## src/rtl/wake_pkg.sv

```systemverilog
package wake_pkg;
    typedef enum logic [2:0] {
        ST_IDLE,
        ST_STRETCH,
        ST_ADDR,
        ST_ADDR_ACK,
        ST_DATA,
        ST_DATA_ACK,
        ST_WAKE
    } wake_state_t;
endpackage

```

## src/rtl/wk_bus_sampler.sv

```systemverilog
module wk_bus_sampler #(
    parameter int STAGES = 2
) (
    input  logic clk,
    input  logic rst_n,
    input  logic scl_raw,
    input  logic sda_raw,
    output logic sda_lvl,
    output logic scl_rise,
    output logic scl_fall,
    output logic start_det,
    output logic stop_det
);
    // pipe[STAGES-1] is the synchronized level, pipe[STAGES] its previous value
    logic [STAGES:0] scl_pipe;
    logic [STAGES:0] sda_pipe;
    logic scl_now, scl_prev, sda_prev;

    always_ff @(posedge clk or negedge rst_n) begin
        if (!rst_n) begin
            scl_pipe <= '1;
            sda_pipe <= '1;
        end else begin
            scl_pipe <= {scl_pipe[STAGES-1:0], scl_raw};
            sda_pipe <= {sda_pipe[STAGES-1:0], sda_raw};
        end
    end

    assign scl_now  = scl_pipe[STAGES-1];
    assign scl_prev = scl_pipe[STAGES];
    assign sda_lvl  = sda_pipe[STAGES-1];
    assign sda_prev = sda_pipe[STAGES];

    always_comb begin
        scl_rise  = scl_now & ~scl_prev;
        scl_fall  = ~scl_now & scl_prev;
        start_det = scl_now & scl_prev & ~sda_lvl & sda_prev;
        stop_det  = scl_now & scl_prev & sda_lvl & ~sda_prev;
    end
endmodule

```

## src/rtl/wk_byte_match.sv

```systemverilog
module wk_byte_match #(
    parameter int ADDR_W  = 7,
    parameter int NUM_ALT = 3
) (
    input  logic                      clk,
    input  logic                      rst_n,
    input  logic                      shift_en,
    input  logic                      bit_in,
    input  logic [ADDR_W-1:0]         own_addr,
    input  logic [NUM_ALT*ADDR_W-1:0] alt_addr,
    input  logic [NUM_ALT-1:0]        alt_en,
    input  logic [ADDR_W:0]           pattern,
    output logic                      addr_hit,
    output logic                      data_hit
);
    localparam int BYTE_W = ADDR_W + 1;

    logic [BYTE_W-1:0]  shreg;
    logic [NUM_ALT-1:0] alt_hit;

    always_ff @(posedge clk or negedge rst_n) begin
        if (!rst_n)
            shreg <= '0;
        else if (shift_en)
            shreg <= {shreg[BYTE_W-2:0], bit_in};
    end

    for (genvar g = 0; g < NUM_ALT; g++) begin : g_alt
        assign alt_hit[g] = alt_en[g] &&
                            (shreg[BYTE_W-1:1] == alt_addr[g*ADDR_W +: ADDR_W]);
    end

    assign addr_hit = (shreg[BYTE_W-1:1] == own_addr) || (|alt_hit);
    assign data_hit = (shreg == pattern);
endmodule

```

## src/rtl/i2c_wake_matcher.sv

```systemverilog
module i2c_wake_matcher
    import wake_pkg::*;
#(
    parameter int ADDR_W         = 7,
    parameter int NUM_ALT        = 3,
    parameter int TIMEOUT_CYCLES = 64
) (
    input  logic                      clk,
    input  logic                      rst_n,
    input  logic                      scl_in,
    input  logic                      sda_in,
    input  logic [ADDR_W-1:0]         own_addr,
    input  logic [NUM_ALT*ADDR_W-1:0] alt_addr,
    input  logic [NUM_ALT-1:0]        alt_en,
    input  logic                      data_match_en,
    input  logic [ADDR_W:0]           data_pattern,
    input  logic                      sys_active,
    input  logic                      clk_ack,
    input  logic                      acc_clr,
    output logic                      clk_req,
    output logic                      scl_hold,
    output logic                      sda_hold,
    output logic                      wake,
    output logic                      acc_flag
);
    localparam int BYTE_W = ADDR_W + 1;
    localparam int CNT_W  = $clog2(BYTE_W + 1);
    localparam int TMO_W  = $clog2(TIMEOUT_CYCLES + 1);
    localparam logic [TMO_W-1:0] TMO_LAST = TMO_W'(TIMEOUT_CYCLES - 1);
    localparam logic [CNT_W-1:0] CNT_FULL = CNT_W'(BYTE_W);

    wake_state_t      state, nstate;
    logic [CNT_W-1:0] bit_cnt;
    logic [TMO_W-1:0] tmo_cnt;
    logic             ack_clk_seen;

    logic sda_lvl, scl_rise, scl_fall, start_det, stop_det;
    logic addr_hit, data_hit;
    logic abort, byte_done, tmo_hit, data_chk, in_byte, in_ack, set_acc;

    wk_bus_sampler #(.STAGES(2)) u_sampler (
        .clk      (clk),
        .rst_n    (rst_n),
        .scl_raw  (scl_in),
        .sda_raw  (sda_in),
        .sda_lvl  (sda_lvl),
        .scl_rise (scl_rise),
        .scl_fall (scl_fall),
        .start_det(start_det),
        .stop_det (stop_det)
    );

    wk_byte_match #(.ADDR_W(ADDR_W), .NUM_ALT(NUM_ALT)) u_match (
        .clk     (clk),
        .rst_n   (rst_n),
        .shift_en(in_byte && scl_rise),
        .bit_in  (sda_lvl),
        .own_addr(own_addr),
        .alt_addr(alt_addr),
        .alt_en  (alt_en),
        .pattern (data_pattern),
        .addr_hit(addr_hit),
        .data_hit(data_hit)
    );

    always_comb begin
        abort     = start_det | stop_det;
        byte_done = (bit_cnt == CNT_FULL);
        tmo_hit   = (tmo_cnt == TMO_LAST);
        data_chk  = data_match_en & ~sys_active;
        in_byte   = (state == ST_ADDR) || (state == ST_DATA);
        in_ack    = (state == ST_ADDR_ACK) || (state == ST_DATA_ACK);
        set_acc   = (nstate == ST_WAKE) && (state != ST_WAKE);
    end

    // next-state logic
    always_comb begin
        nstate = state;
        unique case (state)
            ST_IDLE:     if (start_det) nstate = ST_STRETCH;
            ST_STRETCH: begin
                if (clk_ack)      nstate = ST_ADDR;
                else if (tmo_hit) nstate = ST_IDLE;
            end
            ST_ADDR: begin
                if (abort)                      nstate = ST_IDLE;
                else if (scl_fall && byte_done) nstate = addr_hit ? ST_ADDR_ACK : ST_IDLE;
            end
            ST_ADDR_ACK: begin
                if (abort)                         nstate = ST_IDLE;
                else if (scl_fall && ack_clk_seen) nstate = data_chk ? ST_DATA : ST_WAKE;
            end
            ST_DATA: begin
                if (abort)                      nstate = ST_IDLE;
                else if (scl_fall && byte_done) nstate = data_hit ? ST_DATA_ACK : ST_IDLE;
            end
            ST_DATA_ACK: begin
                if (abort)                         nstate = ST_IDLE;
                else if (scl_fall && ack_clk_seen) nstate = ST_WAKE;
            end
            ST_WAKE:     if (stop_det) nstate = ST_IDLE;
            default:     nstate = ST_IDLE;
        endcase
    end

    // state and sequencing registers
    always_ff @(posedge clk or negedge rst_n) begin
        if (!rst_n) begin
            state        <= ST_IDLE;
            bit_cnt      <= '0;
            tmo_cnt      <= '0;
            ack_clk_seen <= 1'b0;
            acc_flag     <= 1'b0;
        end else begin
            state <= nstate;

            if (!in_byte)
                bit_cnt <= '0;
            else if (scl_rise)
                bit_cnt <= bit_cnt + 1'b1;

            if (state == ST_STRETCH)
                tmo_cnt <= tmo_cnt + 1'b1;
            else
                tmo_cnt <= '0;

            if (!in_ack)
                ack_clk_seen <= 1'b0;
            else if (scl_rise)
                ack_clk_seen <= 1'b1;

            if (acc_clr)
                acc_flag <= 1'b0;
            else if (set_acc)
                acc_flag <= 1'b1;
        end
    end

    // outputs
    always_comb begin
        clk_req  = (state != ST_IDLE);
        scl_hold = (state == ST_STRETCH) && !clk_ack;
        sda_hold = in_ack;
        wake     = (state == ST_WAKE);
    end

    p_req_on_start_r1: assert property (@(posedge clk) disable iff (!rst_n)
        (state == ST_IDLE && start_det) |=> clk_req);

    p_hold_needs_req_r2: assert property (@(posedge clk) disable iff (!rst_n)
        scl_hold |-> (clk_req && !clk_ack));

    p_stretch_exit_r2: assert property (@(posedge clk) disable iff (!rst_n)
        (state == ST_STRETCH && clk_ack) |=> (state == ST_ADDR && !scl_hold));

    p_timeout_r3: assert property (@(posedge clk) disable iff (!rst_n)
        (state == ST_STRETCH && !clk_ack && tmo_cnt == TMO_LAST) |=> !clk_req);

    p_ack_after_fall_r5: assert property (@(posedge clk) disable iff (!rst_n)
        $rose(sda_hold) |-> $past(scl_fall));

    p_wake_keeps_req_r9: assert property (@(posedge clk) disable iff (!rst_n)
        wake |-> clk_req);

    p_clear_wins_r10: assert property (@(posedge clk) disable iff (!rst_n)
        acc_clr |=> !acc_flag);

    p_flag_with_wake_r10: assert property (@(posedge clk) disable iff (!rst_n)
        $rose(acc_flag) |-> (wake && $past(!acc_clr)));

    p_abort_r11: assert property (@(posedge clk) disable iff (!rst_n)
        (in_byte && stop_det) |=> (state == ST_IDLE));
endmodule

```

## config.mk

```make
export PLATFORM = sky130hd
export DESIGN_NAME = i2c_wake_matcher
export DESIGN_NICKNAME = d
export VERILOG_FILES = /design/src/rtl/wake_pkg.sv /design/src/rtl/wk_bus_sampler.sv /design/src/rtl/wk_byte_match.sv /design/src/rtl/i2c_wake_matcher.sv
export SDC_FILE = /design/constraint.sdc
export NUM_CORES = 1
export LEC_CHECK = 0
export BUFFER_PORTS_ARGS = -buffer_cell sky130_fd_sc_hd__clkbuf_2
export CAP_MARGIN = 15
export CORE_MARGIN = 5
export CORE_UTILIZATION = 30
export CTS_BUF_LIST = sky130_fd_sc_hd__clkbuf_8
export DETAILED_ROUTE_END_ITERATION = 10
export GPL_TIMING_DRIVEN = 0
export PLACE_DENSITY_LB_ADDON = 0.12
export SLEW_MARGIN = 15
export SYNTH_ARGS = -nofsm -noshare
export SYNTH_HDL_FRONTEND = slang
export SYNTH_HIERARCHICAL = 1
export SYNTH_SLANG_ARGS = --single-unit
```

## constraint.sdc

```tcl
create_clock -name clk -period 1.6 [get_ports clk]
set_clock_uncertainty 0.1 [all_clocks]
set_input_delay 0.16 -clock clk [delete_from_list [all_inputs] [get_ports clk]]
set_output_delay 0.16 -clock clk [all_outputs]
set_load 0.005 [all_outputs]
```

Yosys cells after proc, flatten, opt, wreduce, memory -nomap -nowiden
Index checks and enable logic that the tools add are counted.
{ "totals": {"input_bits": 47, "output_inout_bits": 5, "regBits": 30} }
{ "classes": {"mux": 23, "reduce_logical": 16, "bitwise": 14, "addsub": 2, "n_eq_ne": 17} }
{ "ops": {"columns": ["operator", "n"], "rows": [
  ["$mux W3", 13],
  ["$eq A7 B7 Y1", 4],
  ["$pmux W3 S7", 1],
  ["$eq A3 B3 Y1 const B", 4],
  ["$and A1 B1 Y1", 8],
  ["$eq A8 B8 Y1", 1],
  ["$logic_and A1 B1 Y1", 8],
  ["$mux W4", 2],
  ["$add A7 B1 Y7 const B", 1],
  ["$eq A7 B6 Y1 const B", 1],
  ["$mux W7", 1],
  ["$eq A3 B2 Y1 const B", 2],
  ["$not A1 Y1", 5],
  ["$add A4 B1 Y4 const B", 1],
  ["$eq A4 B4 Y1 const B", 1],
  ["$mux W1", 4],
  ["$mux W2", 2],
  ["$eq A3 B1 Y1 const B", 1],
  ["$logic_not A3 Y1", 1],
  ["$logic_or A1 B1 Y1", 3],
  ["$ne A3 B3 Y1 const B", 1],
  ["$reduce_bool A3 Y1", 1],
  ["$reduce_or A3 Y1", 1],
  ["$ne A2 B1 Y1 const B", 1],
  ["4 further kinds", 4]
]} }

Depth between registers and ports, before layout
Gate-level depths: netlist of the first run.
{ "depth": {"depth_word": 12, "depth_mapped": 8} }

Cells and area by module
The synthesis of the first run kept the hierarchy.
{ "modules_own_cells": {"columns": ["mod", "instances", "cells_per_inst", "seq_area_each_um2", "area_each_um2"], "rows": [
  ["i2c_wake_matcher", 1, 92, 400.4, 920.9],
  ["wk_byte_match", 1, 75, 200.2, 767.0],
  ["wk_bus_sampler", 1, 10, 157.7, 190.2]
]} }

Worst setup path after synthesis of the first run
OpenSTA, ideal clock, no wires.
{ "synth_timing": {"path_type": "reg2reg", "startpoint": "register u_sampler.scl_pipe[2]", "endpoint": "register acc_flag", "t_arrival_ns": 1.560, "path_slack_ns": -0.188, "setup_time_ns": 0.129, "t_required_ns": 1.371, "path_buffers": 0, "path_stages_with_launch": 6, "path_cell_list": "dfstp_2 nor2b_1 nand4b_4 o2111a_1 a311oi_2 o31ai_2"} }
{ "synth_via": {"word_cells_on_any_way": 23} }
{ "synth_rtl": {"columns": ["item", "line", "source"], "rows": [
  ["start: declaration", "wk_bus_sampler.sv:15", "logic [STAGES:0] scl_pipe;"],
  ["start signal: assignment", "wk_bus_sampler.sv:24", "scl_pipe <= {scl_pipe[STAGES-1:0], scl_raw};"],
  ["$and A1 B1 Y1 *", "wk_bus_sampler.sv:36", "scl_fall = ~scl_now & scl_prev;"],
  ["net scl_fall", "i2c_wake_matcher.sv:37", "logic sda_lvl, scl_rise, scl_fall, start_det, stop_det;"],
  ["$logic_and A1 B1 Y1, on equally long branches", null, null],
  ["$mux W3, on equally long branches (2 in series)", null, null],
  ["$pmux W3 S7 *", "i2c_wake_matcher.sv:79", "unique case (state)"],
  ["$eq A3 B3 Y1 *", "i2c_wake_matcher.sv:73", "set_acc = (nstate == ST_WAKE) && (state != ST_WAKE);"],
  ["$logic_and A1 B1 Y1 *", "i2c_wake_matcher.sv:73", null],
  ["$reduce_bool A2 Y1 (no line) *", null, null],
  ["end signal: assignment", "i2c_wake_matcher.sv:113", "acc_flag <= 1'b0;"],
  ["end signal: assignment", "i2c_wake_matcher.sv:133", "acc_flag <= 1'b0;"],
  ["end signal: assignment", "i2c_wake_matcher.sv:135", "acc_flag <= 1'b1;"],
  ["end: declaration", "i2c_wake_matcher.sv:24", "output logic acc_flag"]
]} }
The timed path passes the listed nets; every way through them passes the cells marked *.
A chain may end at the register's enable or synchronous reset.

Worst setup path after layout of the first run
{ "layout_timing": {"startpoint": "register u_match.shreg[2]", "endpoint": "register acc_flag"} }
{ "layout_via": {"elab_chain_len": 11, "word_cells_on_any_way": 20} }
{ "layout_rtl": {"columns": ["item", "line", "source"], "rows": [
  ["start: declaration", "wk_byte_match.sv:18", "logic [BYTE_W-1:0] shreg;"],
  ["start signal: assignment", "wk_byte_match.sv:25", "shreg <= {shreg[BYTE_W-2:0], bit_in};"],
  ["$eq A7 B7 Y1", "wk_byte_match.sv:30", "(shreg[BYTE_W-1:1] == alt_addr[g*ADDR_W +: ADDR_W]);"],
  ["$logic_and A1 B1 Y1", "wk_byte_match.sv:29", "assign alt_hit[g] = alt_en[g] &&"],
  ["$reduce_or A3 Y1", "wk_byte_match.sv:33", "assign addr_hit = (shreg[BYTE_W-1:1] == own_addr) || (|alt_hit);"],
  ["$logic_or A1 B1 Y1 *", "wk_byte_match.sv:33", null],
  ["net addr_hit", "i2c_wake_matcher.sv:38", "logic addr_hit, data_hit;"],
  ["$mux W2 *", "i2c_wake_matcher.sv:87", "else if (scl_fall && byte_done) nstate = addr_hit ? ST_ADDR_ACK : ST_IDLE;"],
  ["$mux W3 *", "i2c_wake_matcher.sv:87", null],
  ["$mux W3 *", "i2c_wake_matcher.sv:86", "if (abort) nstate = ST_IDLE;"],
  ["$pmux W3 S7 *", "i2c_wake_matcher.sv:79", null],
  ["$eq A3 B3 Y1 *", "i2c_wake_matcher.sv:73", null],
  ["$logic_and A1 B1 Y1 *", "i2c_wake_matcher.sv:73", null],
  ["$reduce_bool A2 Y1 (no line) *", null, null]
]} }
Marks and branches as above.

==> key figures, run 1 <==
Power and ir drop
  – Power Density: 1082 nW/um^2
  – Switching power: 972.2 uW
  – Combinational Power Share: 0.474
  – Sw frac: 0.3294
  – Sequential power share: 0.316
  – Pleak: 1.253 nW
  – Total power: 2.952 mW
  – Clock share of power: 0.210
  – Cell-internal power: 1.980 mW
  – Maximum VDD drop: 0.4875 mV

Setup path
  – CP Capture Type: flop
  – Critical path peak fanout: 6
  – Crit path DAT: 2.01 ns
  – R2R Setup Slk: -0.32 ns
  – CP peak stage delay: 0.37 ns
  – Reg-to-reg critical path endpoint: acc_flag
  – Reg2Reg Launch Point: u_match/shreg[2]
  – Crit path top cell by count: nand4_1
  – Worst setup SP type: flop
  – Cell depth of the worst flop-to-flop path: 8
  – Cell Chain, Critical Path: buf_6, xor2_1, nor4_1, nand4_1, nand4_1, o2111a_1, a311oi_2, o31ai_2
  – Critical Path RT: 1.69 ns
  – WS Path Type: reg2reg
  – Slowest CP cell: dfrtp_1

Timing
  – Post-route clock period utilization: 1.201
  – Final number of max-transition violations: 0
  – Final Critical Period: 1.922 ns
  – RSZ-0062 raised after global routing: yes
  – Slew headroom: 0.4837
  – Total Neg Setup Slack: -0.8135 ns
  – Final hold vios: 0
  – Worst-Margin Slew: 0.7745 ns
  – F_max: 520.3 MHz
  – Final setup fails: 8
  – Final WS setup: -0.3220 ns

Layout
  – Fillers: 567
  – Ant. Diodes: 0
  – Layout cell share with drive strength beyond 1: 0.5294
  – NumNets Final: 304
  – Area grow syn2layout: 45.30%

Synthesis
  – Syn Nets: 227
  – Flops & latches, synth: 30
  – Ys async rst share: 1.000
  – Syn_area_per_cell: 10.61 um^2
  – Yosys cell types: 43
  – Syn Inst Count: 177
  – Mapped Area: 1878 um^2
  – Yosys warnings: 6
  – Post-synth EDFFs: 0
  – Seq/Total Area, Yosys: 0.4037
  – Post-synth top flop: dfrtp_1

Drt
  – Final wirelength: 4.513 mm
  – DRT iter0 DRCs: 26
  – Drt drc: 0
  – Drt first pass iters: 4
  – Post-DR wirelength/cell: 13.68 um
  – Final ANT Viol Nets: 0
  – Via/cell ratio: 4.542
  – Via count: 1499

Hold path
  – End point of the worst hold path: state[1]
  – Worst Hold Class: in2reg
  – Hold Path Stages: 4
  – Source of the worst hold timing path: clk_ack

Global routing
  – Via count of the first global-routing pass: 1508
  – Gr usage total: 0.1121
  – First-pass GRT wire length: 6.906 mm
  – Initial antenna violation count: 0
  – Grt ovf: 0
  – Largest net degree at the start of global routing: 31

CTS
  – CTS buffer count: 5
  – Clk_lat worst skew: 0.27 ns
  – CTS Buffer Depth: 2
  – Clock transition at path regs: 0.07 ns
  – H-tree depth: 2
  – Root Buffer: clkbuf_8
  – CTS tree: built
  – CTS sink count: 30

Floorplanning
  – Die H: 89.12 um
  – Chip Width: 89.12 um
  – FP Rows: 28
  – Core area: 5991 um^2
  – Initial Utilization: 0.3135
  – Full die area: 7942 um^2
  – Ports: 52

Place
  – Post-detail-place hpwl: 3.315 mm
  – Placer Congestion: 0.8055
  – Port bufs: 51

Status
  – Status: finished, violations left
  – Failing checks: negative setup slack

Flow run
  – Max cap viols: 0
==> cells in the final DEF, fill, tap and decap left out, types with 4 or more instances in the layout <==
master         synthesis  routed
buf_6                  5      10
nor2_1                19      15
clkbuf_2               0      51
xor2_1                25      15
dfrtp_1               24      22
dlygate4sd3_1          0       4
dfstp_2                6       6
mux2_4                 0       8
buf_4                  2      16
xnor2_1               17      17
inv_1                  6       6
xor2_2                 1      11
nand4_1                8       8
clkbuf_8               1       6
==> power groups by stage <==
stage	logic (mW)	registers (mW)	clock network (mW)
after detailed placement	1.04	0.939	0
after floorplan	0.799	0.927	0
after global routing	1.50	0.945	0.676
after CTS	1.23	0.928	0.645
final	1.40	0.933	0.619
after global placement	1.03	0.937	0
==> synthesized netlist by cell type (2+ instances only) <==
master,instances,area share
nor4_1,4,0.013
nor2b_1,2,0.0067
o21ai_0,2,0.0053
nand4_1,8,0.027
nand2_1,4,0.0080
o21a_1,2,0.0080
mux2_2,8,0.048
dfrtp_1,24,0.32
xor2_1,25,0.12
nand2b_1,5,0.017
nor2_1,19,0.038
nand3b_1,2,0.0080
and4b_1,3,0.016
ha_1,3,0.020
buf_6,5,0.030
and2_1,2,0.0067
dfstp_2,6,0.084
buf_2,3,0.0080
nand3_1,3,0.0080
o22ai_1,2,0.0067
xnor2_1,17,0.079
buf_4,2,0.0080
inv_1,6,0.012
==> final cells by class <==
class	instances	area, um^2	share of cell area
flip-flops and latches	30	760.7	0.2788
plain buffers	9	105.1	0.03851
well taps	75	93.84	0.03439
multi-input cells	129	1217	0.4461
repair buffers	73	437.9	0.1605
inverters	6	22.52	0.008253
clock inverters	2	8.758	0.003210
clock buffers	6	82.58	0.03026
==> registers in the layout (all words and copies together), names as in the netlist <==
register and cells:
ack_clk_seen 1, acc_flag 1, u_sampler/scl_pipe 3, tmo_cnt 7, state 3, u_sampler/sda_pipe 3
u_match/shreg 8, bit_cnt 4
==> cell families after synthesis <==
kind of cell / count (synthesis) / synth area share
AO/OA/AOI/OAI: 15 / 0.06662
XOR/XNOR: 43 / 0.2045
adder cells (fa/ha/maj): 3 / 0.01999
buffers and inverters: 18 / 0.06728
flip-flops: 30 / 0.4037
multiplexers: 9 / 0.05330
AND/OR/NAND/NOR: 59 / 0.1845
==> what timing repair did <==
item	in CTS	in global routing
setup endpoints to repair	15	15
pin swaps	11	12
hold endpoints to repair	27	0
setup buffers	10	8
hold buffers	4	0
gates resized for setup	23	27
==> stage by stage <==
stage	hold slack, ns	setup slack (ns)	std cells	area (um^2)	util
2_1_floorplan	-0.2356	-0.1371	177	1914	-
3_3_place_gp	0.1491	-0.4631	303	2263	0.3778
3_5_place_dp	0.1492	-0.4073	303	2263	0.3778
4_1_cts	0.2122	-0.3869	325	2562	0.4277
5_1_grt	0.2332	-0.4555	330	2729	0.4555
6_report	0.2173	-0.3220	330	2729	0.4555
==> critical path: cells and delay by family (launching register included) <==
family / cells / cell delay (ns)
compound gates: 3 / 0.50
xor+xnor: 1 / 0.15
flops: 1 / 0.37
simple gates: 3 / 0.57
buf+inv: 1 / 0.14
==> metal layers <==
layer | share of wire | up-vias | track usage
met4 | 0.0049 | 0 | 0.02842
met1 | 0.41 | 734 | 0.1408
li1 | - | 744 | -
met3 | 0.023 | 2 | 0.02765
met2 | 0.56 | 19 | 0.1922
met5 | 0 | - | 0
==> worst max path at each step <==
stage / depth (start not counted) / endpoint / start
3_5_place_dp: 8 / acc_flag / u_match/shreg[5]
3_3_place_gp: 8 / acc_flag / u_match/shreg[5]
2_1_floorplan: 8 / acc_flag / u_match/shreg[2]
6_report: 8 / acc_flag / u_match/shreg[2]
5_1_grt: 8 / acc_flag / u_match/shreg[5]
4_1_cts: 8 / acc_flag / u_match/shreg[7]
Power figures use the tool's default switching activity.
==> inputs of run 2 (changes only) <==
- GPL_TIMING_DRIVEN: 0 -> unset
==> key figures, run 2 (synthesis results as in run 1) <==
Status
  – Status: finished, violations left
  – Failing checks: negative setup slack

CTS
  – Root Buffer: clkbuf_8
  – H-tree depth: 2
  – CTS tree: built
  – CTS sink count: 30
  – Clk_lat worst skew: 0.27 ns
  – Clock transition at path regs: 0.06 ns
  – CTS Buffer Depth: 2
  – CTS buffer count: 5

Global routing
  – Via count of the first global-routing pass: 1604
  – Initial antenna violation count: 0
  – Gr usage total: 0.1222
  – Largest net degree at the start of global routing: 31
  – First-pass GRT wire length: 7.452 mm
  – Grt ovf: 0

Layout
  – Biggest regs: u_match/shreg x8, tmo_cnt x7, bit_cnt x4
  – Most common cell after layout, fill and taps aside: clkbuf_2
  – Area grow syn2layout: 46.30%
  – Area occupied by multi-input gates: 1140 um^2
  – Top reg by flops: u_match/shreg
  – Reg area: 768.2 um^2
  – Ant. Diodes: 0
  – Fillers: 586
  – Max reg flops: 8
  – Layout cell share with drive strength beyond 1: 0.5301
  – Most frequent cells in the layout: 51 x clkbuf_2, 30 x buf_4, 25 x xor2_1, 17 x xnor2_1, 16 x dfrtp_1
  – NumNets Final: 315

Timing
  – Final number of max-transition violations: 0
  – Worst-Margin Slew: 0.3101 ns
  – F_max: 524.3 MHz
  – Final Critical Period: 1.907 ns
  – Total Neg Setup Slack: -0.9738 ns
  – RSZ-0062 raised after global routing: yes
  – Final setup fails: 8
  – Final WS setup: -0.3074 ns
  – Slew headroom: 0.7917
  – Post-route clock period utilization: 1.192
  – Final hold vios: 0

Place
  – Post-detail-place hpwl: 3.572 mm
  – Port bufs: 51
  – Post-place setup slack: -0.4049 ns
  – Placer Congestion: 0.7536

Drt
  – DRT iter0 DRCs: 65
  – Via/cell ratio: 4.496
  – Post-DR wirelength/cell: 13.98 um
  – Final ANT Viol Nets: 0
  – Drt drc: 0
  – Final wirelength: 4.767 mm
  – Via count: 1533
  – Drt first pass iters: 4

Setup path
  – Cell Chain, Critical Path: xor2_1, nor4_2, nand4_1, nand4_1, o2111a_1, a311oi_2, o31ai_2
  – Reg2Reg Launch Point: u_match/shreg[3]
  – Worst setup endpoint: acc_flag
  – Crit path top cell by count: nand4_1
  – R2R Setup Slk: -0.31 ns
  – WS Path Type: reg2reg
  – CP Launch Point: u_match/shreg[3]
  – Critical path peak fanout: 5
  – Critical Path RT: 1.66 ns
  – Slowest CP cell: dfrtp_2
  – Reg-to-reg critical path endpoint: acc_flag
  – CP peak stage delay: 0.46 ns
  – CP Capture Type: flop
  – Worst setup SP type: flop
  – Cell depth of the worst flop-to-flop path: 7
  – Crit path DAT: 1.97 ns

Flow run
  – Max cap viols: 0

Hold path
  – Source of the worst hold timing path: clk_ack
  – Worst Hold Class: in2reg

Floorplanning
  – FP Rows: 28
  – Die H: 89.12 um
  – Chip Width: 89.12 um
  – Core area: 5991 um^2
  – Ports: 52
  – Full die area: 7942 um^2
  – Initial Utilization: 0.3135

Power and ir drop
  – Maximum VDD drop: 0.5498 mV
  – Power Density: 1055 nW/um^2
  – Pleak: 1.295 nW
run 2: cell count changes in the layout (fill, tap and decap cells not counted), moves of 2 or more:
cell and delta:
nor2_2 +2, buf_12 +2, nor2_4 -2, xor2_2 -10, buf_4 +14, dfrtp_1 -6
xor2_1 +10, dfrtp_2 +6, buf_6 -5
run 2: worst max-delay path, delay by kind of cell, from the launching register on:
family	cells	cell delay (ns)
AO/OA/AOI/OAI	3	0.67
flip-flops	1	0.46
AND/OR/NAND/NOR	3	0.34
XOR/XNOR	1	0.22
run 2: worst min path at each step:
stage	cells after the start	slack (ns)	end
3_5_place_dp	2	0.03	bit_cnt[0]
2_1_floorplan	0	-0.24	acc_flag
4_1_cts	4	0.20	state[1]
3_3_place_gp	2	0.03	ack_clk_seen
6_report	4	0.21	state[1]
5_1_grt	4	0.23	state[1]
run 2: report_power, final:
group | leakage, nW | total, mW | switching [mW] | internal (mW)
clock network | 0.0524 | 0.621 | 0.281 | 0.340
registers | 0.379 | 1.04 | 0.160 | 0.881
logic | 0.863 | 1.24 | 0.499 | 0.738
run 2: metal layers:
| metal | global-route usage | wire [um] | up-vias |
|---|---|---|---|
| li1 | - | - | 778 |
| met1 | 0.1494 | 1977 | 736 |
| met2 | 0.2150 | 2650 | 15 |
| met3 | 0.02949 | 104 | 4 |
| met4 | 0.03112 | 34 | 0 |
| met5 | 0 | 0 | - |
run 2: cell type report:
type,count,area share
multi-input cells,129,0.4148
flip-flops and latches,30,0.2796
repair buffers,93,0.2300
well taps,75,0.03415
clock buffers,6,0.03005
inverters,6,0.008197
clock inverters,2,0.003188
run 2: repair_timing:
item / CTS / global route
pin swaps: 10 / 9
hold buffers: 4 / 0
endpoints found under the hold margin: 33 / 0
setup endpoints to repair: 15 / 14
buffers inserted: 11 / 1
resized for setup: 23 / 19
run 2: stage by stage:
step                utilization  total power, mW  cell area, um^2  hold WS [ns]  instances
global route             0.4586            3.082             2748        0.2326        341
global placement         0.3935            1.990             2357       0.03053        317
detailed placement       0.3935            1.976             2357       0.03061        317
CTS                      0.4434            2.839             2656        0.2013        340
finish                   0.4586            2.898             2748        0.2119        341
floorplan                     -            1.726             1914       -0.2356        177
